$ cat src/rtl/wdt_pkg.sv
// Package: shared constants for the watchdog interval timer.
// Assumes byte-wide registers holding two BCD digits each.
package wdt_pkg;
    localparam int DIGIT_W       = 4;
    localparam int BYTE_W        = 8;
    localparam int CTRL_MASK_BIT = 0;
    localparam int CTRL_FLAG_BIT = 1;
    localparam logic [3:0] BCD_MAX = 4'd9;
endpackage

$ cat src/rtl/wdt_bcd_counter.sv
// Loadable BCD down-counter of NDIG digits.
// Decrements by one count per dec pulse, with a borrow rippling through the digits.
// Assumes the loaded value is valid BCD. load takes precedence over dec.
module wdt_bcd_counter #(
    parameter int NDIG = 4,
    localparam int CW = NDIG * wdt_pkg::DIGIT_W
) (
    input  logic          clk,
    input  logic          rst_n,
    input  logic          load,
    input  logic [CW-1:0] load_val,
    input  logic          dec,
    output logic [CW-1:0] cnt,
    output logic          at_one
);
    import wdt_pkg::*;

    logic [CW-1:0]   cnt_q;
    logic [CW-1:0]   cnt_dec;
    logic [NDIG-1:0] borrow;

    assign borrow[0] = 1'b1;

    // Per-digit decrement with borrow into the next digit up.
    generate
        for (genvar g = 0; g < NDIG; g++) begin : g_digit
            logic [3:0] d;
            assign d = cnt_q[g*DIGIT_W +: DIGIT_W];
            assign cnt_dec[g*DIGIT_W +: DIGIT_W] =
                !borrow[g] ? d : ((d == 4'd0) ? BCD_MAX : d - 4'd1);
            if (g < NDIG - 1) begin : g_borrow
                assign borrow[g+1] = borrow[g] & (d == 4'd0);
            end
        end
    endgenerate

    assign at_one = (cnt_q == CW'(1));
    assign cnt    = cnt_q;

    // Count register: reset, load or decrement.
    always_ff @(posedge clk) begin
        if (!rst_n)    cnt_q <= '0;
        else if (load) cnt_q <= load_val;
        else if (dec)  cnt_q <= cnt_dec;
    end

    assert_load_takes_value_R5: assert property (@(posedge clk) disable iff (!rst_n)
        load |=> cnt_q == $past(load_val));
    assert_dec_moves_count_R4: assert property (@(posedge clk) disable iff (!rst_n)
        (dec && !load) |=> cnt_q != $past(cnt_q));
    assert_idle_holds_R3: assert property (@(posedge clk) disable iff (!rst_n)
        (!dec && !load) |=> $stable(cnt_q));
endmodule

$ cat src/rtl/wdt_interval_regs.sv
// Interval register file: NREG bytes of BCD, held by software.
// Shows the stored value and the value it will hold after this cycle's write.
// A write to any interval byte raises retrig. Addresses at and above NREG belong elsewhere.
module wdt_interval_regs #(
    parameter int NREG = 2,
    parameter int AW   = 2,
    localparam int RW = NREG * wdt_pkg::BYTE_W
) (
    input  logic          clk,
    input  logic          rst_n,
    input  logic          wr_en,
    input  logic [AW-1:0] addr,
    input  logic [7:0]    wr_data,
    output logic [RW-1:0] reload_q,
    output logic [RW-1:0] reload_nxt,
    output logic          retrig
);
    import wdt_pkg::*;

    assign retrig = wr_en && (addr < AW'(NREG));

    // Merge the write byte into the stored interval.
    generate
        for (genvar g = 0; g < NREG; g++) begin : g_byte
            assign reload_nxt[g*BYTE_W +: BYTE_W] =
                (retrig && addr == AW'(g)) ? wr_data : reload_q[g*BYTE_W +: BYTE_W];
        end
    endgenerate

    // Interval storage.
    always_ff @(posedge clk) begin
        if (!rst_n)      reload_q <= '0;
        else if (retrig) reload_q <= reload_nxt;
    end

    assert_write_stored_R2: assert property (@(posedge clk) disable iff (!rst_n)
        retrig |=> reload_q == $past(reload_nxt));
    assert_no_write_stable_R2: assert property (@(posedge clk) disable iff (!rst_n)
        !retrig |=> $stable(reload_q));
endmodule

$ cat src/rtl/wdt_flag_ctrl.sv
// Timeout flag and interrupt mask.
// If a timeout and a clear request fall in the same cycle, the timeout wins, so no event is lost.
// Assumes timeout is already gated off during interval writes.
module wdt_flag_ctrl (
    input  logic clk,
    input  logic rst_n,
    input  logic timeout,
    input  logic retrig,
    input  logic rd_clr,
    input  logic mask_we,
    input  logic mask_d,
    output logic flag,
    output logic mask,
    output logic irq
);
    // Flag: set on timeout, cleared by retrigger or acknowledge.
    always_ff @(posedge clk) begin
        if (!rst_n)                flag <= 1'b0;
        else if (timeout)          flag <= 1'b1;
        else if (retrig || rd_clr) flag <= 1'b0;
    end

    // Mask: masked out of reset, changed only by a control write.
    always_ff @(posedge clk) begin
        if (!rst_n)       mask <= 1'b1;
        else if (mask_we) mask <= mask_d;
    end

    assign irq = flag & ~mask;

    assert_timeout_sets_flag_R3: assert property (@(posedge clk) disable iff (!rst_n)
        timeout |=> flag);
    assert_read_clears_R8: assert property (@(posedge clk) disable iff (!rst_n)
        (rd_clr && !timeout) |=> !flag);
    assert_masked_quiet_R9: assert property (@(posedge clk) disable iff (!rst_n)
        (mask_we && mask_d) |=> !irq);
endmodule

$ cat src/rtl/wdt_interval_timer.sv
// Top level of the retriggerable watchdog interval timer.
// Counts 100 Hz ticks down from a BCD interval in hundredths of a second, flags each
// expiry and reloads. NDIG must be even (two digits per register byte).
// Map: addresses 0..NREG-1 are the interval bytes (low first), address NREG is control.
module wdt_interval_timer #(
    parameter int NDIG = 4,
    parameter int AW   = $clog2(NDIG / 2 + 2)
) (
    input  logic          clk,
    input  logic          rst_n,
    input  logic          tick,
    input  logic          wr_en,
    input  logic          rd_en,
    input  logic [AW-1:0] addr,
    input  logic [7:0]    wr_data,
    output logic [7:0]    rd_data,
    output logic          timeout_flag,
    output logic          irq
);
    import wdt_pkg::*;

    localparam int NREG = NDIG / 2;
    localparam int CW   = NDIG * DIGIT_W;

    logic [CW-1:0] reload_q, reload_nxt, cnt;
    logic          retrig, at_one, enabled, timeout_evt, dec, load;
    logic          ctrl_sel, mask;
    logic [7:0]    ctrl_byte;
    logic [7:0]    byte_view [NREG];

    u_regs_unused_guard: assert property (@(posedge clk) disable iff (!rst_n) 1'b1 |-> (NDIG % 2 == 0));

    wdt_interval_regs #(.NREG(NREG), .AW(AW)) u_regs (
        .clk(clk), .rst_n(rst_n), .wr_en(wr_en), .addr(addr), .wr_data(wr_data),
        .reload_q(reload_q), .reload_nxt(reload_nxt), .retrig(retrig)
    );

    // Countdown sequencing: a write reloads, expiry reloads, otherwise decrement.
    assign enabled     = (reload_q != '0);
    assign timeout_evt = tick && enabled && at_one && !retrig;
    assign dec         = tick && enabled && !at_one && !retrig;
    assign load        = retrig || timeout_evt;

    wdt_bcd_counter #(.NDIG(NDIG)) u_cnt (
        .clk(clk), .rst_n(rst_n), .load(load),
        .load_val(retrig ? reload_nxt : reload_q),
        .dec(dec), .cnt(cnt), .at_one(at_one)
    );

    assign ctrl_sel = (addr == AW'(NREG));

    wdt_flag_ctrl u_flag (
        .clk(clk), .rst_n(rst_n), .timeout(timeout_evt), .retrig(retrig),
        .rd_clr(rd_en && ctrl_sel), .mask_we(wr_en && ctrl_sel),
        .mask_d(wr_data[CTRL_MASK_BIT]), .flag(timeout_flag), .mask(mask), .irq(irq)
    );

    // Read-back view of the interval bytes.
    generate
        for (genvar g = 0; g < NREG; g++) begin : g_view
            assign byte_view[g] = reload_q[g*BYTE_W +: BYTE_W];
        end
    endgenerate

    // Control byte assembly.
    always_comb begin
        ctrl_byte = '0;
        ctrl_byte[CTRL_MASK_BIT] = mask;
        ctrl_byte[CTRL_FLAG_BIT] = timeout_flag;
    end

    // Read data select.
    always_comb begin
        rd_data = '0;
        for (int i = 0; i < NREG; i++)
            if (addr == AW'(i)) rd_data = byte_view[i];
        if (ctrl_sel) rd_data = ctrl_byte;
    end

    assert_write_clears_flag_R6: assert property (@(posedge clk) disable iff (!rst_n)
        retrig |=> !timeout_flag);
    assert_disabled_never_fires_R7: assert property (@(posedge clk) disable iff (!rst_n)
        !enabled |=> !$rose(timeout_flag));
    assert_ctrl_write_keeps_flag_R10: assert property (@(posedge clk) disable iff (!rst_n)
        (wr_en && ctrl_sel && !tick) |=> timeout_flag == $past(timeout_flag));
    assert_count_not_zero_when_on_R5: assert property (@(posedge clk) disable iff (!rst_n)
        enabled |-> cnt != '0);
endmodule

$ cat config.mk
export PLATFORM = sky130hd
export DESIGN_NAME = wdt_interval_timer
export DESIGN_NICKNAME = d
export VERILOG_FILES = /design/src/rtl/wdt_pkg.sv /design/src/rtl/wdt_bcd_counter.sv /design/src/rtl/wdt_interval_regs.sv /design/src/rtl/wdt_flag_ctrl.sv /design/src/rtl/wdt_interval_timer.sv
export SDC_FILE = /design/constraint.sdc
export NUM_CORES = 1
export LEC_CHECK = 0
export ABC_AREA = 1
export CELL_PAD_IN_SITES_DETAIL_PLACEMENT = 0
export CELL_PAD_IN_SITES_GLOBAL_PLACEMENT = 1
export CORE_ASPECT_RATIO = 0.8
export CORE_MARGIN = 8
export CORE_UTILIZATION = 41
export CTS_CLUSTER_DIAMETER = 30
export CTS_CLUSTER_SIZE = 12
export DETAILED_ROUTE_END_ITERATION = 6
export PLACE_DENSITY_LB_ADDON = 0.1
export SLEW_MARGIN = 0
export SYNTH_ARGS = -nofsm -noshare
export SYNTH_HDL_FRONTEND = slang
export SYNTH_SLANG_ARGS = --single-unit
export TNS_END_PERCENT = 100
$ cat constraint.sdc
create_clock -name clk -period 4.81 [get_ports clk]
set_clock_uncertainty 0.2 [all_clocks]
set_input_delay 1.443 -clock clk [delete_from_list [all_inputs] [get_ports clk]]
set_output_delay 1.443 -clock clk [all_outputs]
set_load 0.03 [all_outputs]
==> metrics.csv, run 1 <==
stage,metric,value,unit
run_status,status,"complete, no violations",
synthesis,synth_top_area_frac,0.324,
power_and_ir_drop,p_int,568,µW
cts,postCtsSetupBuffers,0,
min_path,hold_path.class,flop to flop,
route,wl_per_cell,11.3,µm
synthesis,syn-num-nets,369,
timing,fin_crit,4.39,ns
synthesis,synthTopCellsByArea,"dfxtp_1 32%, nand2_1 18%, nor2_1 11%, inv_1 8.6%, nand3_1 6.2%",
cts,numCtsBuffers,5,
route,ant_nets,0,
synthesis,synth_cell_type_count,23,
layout,finalCoreUtilization,0.500,
power_and_ir_drop,max-vdd-ir-drop,161,µV
timing,finalCritPeriodShare,0.914,
route,vias,2057,
power_and_ir_drop,power_density,352,nW/µm²
placement,gp_congestion,0.783,
synthesis,synth_area_leader_cell,dfxtp_1,
layout,nNetsFinal,393,
synthesis,postSynthCellCount,354,
placement,dpl.hpwl,3.78,mm
layout,antenna_cells,0,
synthesis,syn-cell-area,2100,µm²
route,dr.pass1.iters,4,
global_route,antenna_found_initial,0,
global_route,grt_max_degree,23,
layout,final_cell_mix,"102 x nand2_1, 61 x nor2_1, 48 x inv_1",
route,drc,0,
layout,final_cell_area,2490,µm²
die,die_h,80.0,µm
global_route,grt_use_total,0.143,
global_route,first_global_vias,1896,
worst_setup_path,critPathMaxStageDelay,0.52,ns
worst_setup_path,end_kind,output pin,
timing,fin_tns_setup,0,ns
die,die_area,7680,µm²
power_and_ir_drop,swShare,0.353,
flow_run,drv_cap,0,
worst_setup_path,crit_chain,"clkdlybuf4s50_1, inv_2, nor2_1, inv_1, o22ai_1, dlymetal6s2s_1",
cts,cts.sinks,34,
worst_setup_path,path_delay_family,buffers and inverters,
power_and_ir_drop,power,877,µW
placement,post_dp_cell_area,2370,µm²
layout,final_common_cell,nand2_1,
worst_setup_path,cp_max_fo,8,
die,core,4980,µm²
cts,cts_tree,yes,
timing,hold_viol,0,
die,initial_utilization,0.422,
power_and_ir_drop,seq_power_share,0.378,
timing,rsz0062_at_grt,no,
timing,setup_slack,0.415,ns
route,routed_wirelength,5.00,mm
die,die_x,96.0,µm
worst_setup_path,arrival,2.75,ns
power_and_ir_drop,p_comb_frac,0.335,
die,rows,23,
layout,layout-drive-gt1-share,0.108,
cts,htree_levels,2,
timing,setup_viol,0,
worst_setup_path,start_kind,input pin,
synthesis,synth_seq_area_share,0.324,
cts,cts.clk_slew.worst_paths,0.07,ns
worst_setup_path,worstPathRequired,3.17,ns
route,viasPerCell,4.66,
worst_setup_path,path_class,input pin to output pin,
die,ios,25,
timing,tightest_slew,0.513,ns
power_and_ir_drop,clkPwrFrac,0.287,
synthesis,yosysWarnings,0,
global_route,grt_pass1_wl,8.63,mm
timing,maxSlewViolCount,0,
power_and_ir_drop,p_leak,0.00144,µW
layout,synthToLayoutAreaGrowth,18.5,%
cts,clock_latency,0.29,ns
placement,place_ws,0.0373,ns
timing,max-slew-margin-rel,0.657,
synthesis,avgSynthCellArea,5.93,µm²
cts,cts_root_buf,clkbuf_8,
cts,cts_max_path_buffers,2,
route,drt_iter0_drc,57,
timing,fmax,228,MHz
worst_setup_path,path_buf_inv,4,
worst_setup_path,critPathSlowestCell,clkdlybuf4s50_1,
synthesis,synth-seq-cells,34,
power_and_ir_drop,p_sw,309,µW
global_route,grt_overflow,0,
placement,io_buffer_count,24,
-- repair_timing --
| action | CTS | global route |
|---|---|---|
| endpoints found under the hold margin | 0 | 0 |
| setup endpoints to repair | 0 | 5 |
| resized for setup | 0 | 5 |
| hold buffers | 0 | 0 |
-- synth_stat cells --
cell	count
buf_4	3
o221ai_1	2
buf_2	3
o21ai_0	17
nand3_4	3
inv_1	48
nand2_4	3
o21ai_1	13
clkinv_1	2
clkbuf_1	2
nor2_2	1
a21oi_1	4
nand2_2	4
buf_6	2
a211oi_1	1
nor2_1	61
dfxtp_1	34
nor3_1	1
o22ai_1	6
nand3_1	26
inv_2	15
nand2_1	102
nor2_4	1
-- layout make-up --
cell class                 count  area, µm²
timing repair buffer          27        268
multi-input combinational    245       1110
tap                           62       77.6
clock buffer                   8        110
sequential                    34        681
inverter                      65        244
fill                         540       2490
-- kinds of logic (layout without fill, tap and decap cells) --
kind of cell	Yosys count	after routing	synth area share
compound gates	43	43	0.111
buf+inv	75	100	0.148
flops	34	34	0.324
simple gates	202	202	0.417
-- registers in the layout, indices dropped and copies added, names as in the netlist --
register	flops
u_cnt.cnt	16
u_flag.flag	1
u_flag.mask	1
u_regs.reload_q	16
-- power by group through the flow --
| stage | Combinational (µW) | Sequential, µW | Clock, µW |
|---|---|---|---|
| 2_1_floorplan | 235 | 335 | 0 |
| 3_3_place_gp | 294 | 338 | 0 |
| 3_5_place_dp | 295 | 338 | 0 |
| 4_1_cts | 297 | 331 | 258 |
| 5_1_grt | 343 | 335 | 274 |
| 6_report | 294 | 331 | 251 |
-- tightest hold or removal path: cells and delay by family (launching register included) --
family | cells | cell delay [ns]
DFF | 1 | 0.32
and+or+nand+nor | 2 | 0.11
-- per-layer routing --
metal  global-route usage  vias to the layer above  wire (µm)  part of all wire
met1                0.177                      894       2470              0.49
met3               0.0385                        7        189             0.038
met4               0.0459                        0         55             0.011
li1                     -                     1131          -                 -
met2                0.232                       25       2290              0.46
met5                    0                        -          0                 0
-- per-stage QoR --
step | instances | hold slack [ns]
floorplan | 354 | 0.250
global route | 441 | 0.318
global placement | 433 | 0.284
detailed placement | 433 | 0.277
CTS | 441 | 0.292
finish | 441 | 0.285
-- path summary, 6_finish.rpt --
path | depth (start not counted) | to | start | slack (ns)
worst max-delay path | 6 | rd_data[6] | addr[0] | 0.42
worst max register to register | 11 | u_cnt.cnt[11] | u_cnt.cnt[11] | 2.84
worst min-delay path | 2 | u_flag.mask | u_flag.mask | 0.29
worst min register to register | 2 | u_flag.mask | u_flag.mask | 0.29
(Power assumes the default switching activity.)
==> run 2: changes to the inputs <==
--- a/config.mk
+++ b/config.mk
@@ -6,6 +6,7 @@
 export NUM_CORES = 1
 export LEC_CHECK = 0
 export ABC_AREA = 1
+export ABC_CLOCK_PERIOD_IN_PS = 4810
 export CELL_PAD_IN_SITES_DETAIL_PLACEMENT = 0
 export CELL_PAD_IN_SITES_GLOBAL_PLACEMENT = 1
 export CORE_ASPECT_RATIO = 0.8
==> results of run 2 <==
No change in the layout: final DEF, timing and power equal those of run 1.
==> run 3: changes to the inputs <==
--- a/config.mk
+++ b/config.mk
@@ -6,7 +6,6 @@
 export NUM_CORES = 1
 export LEC_CHECK = 0
 export ABC_AREA = 1
-export ABC_CLOCK_PERIOD_IN_PS = 4810
 export CELL_PAD_IN_SITES_DETAIL_PLACEMENT = 0
 export CELL_PAD_IN_SITES_GLOBAL_PLACEMENT = 1
 export CORE_ASPECT_RATIO = 0.8
==> results of run 3 <==
No change in the layout: final DEF, timing and power equal those of run 1.
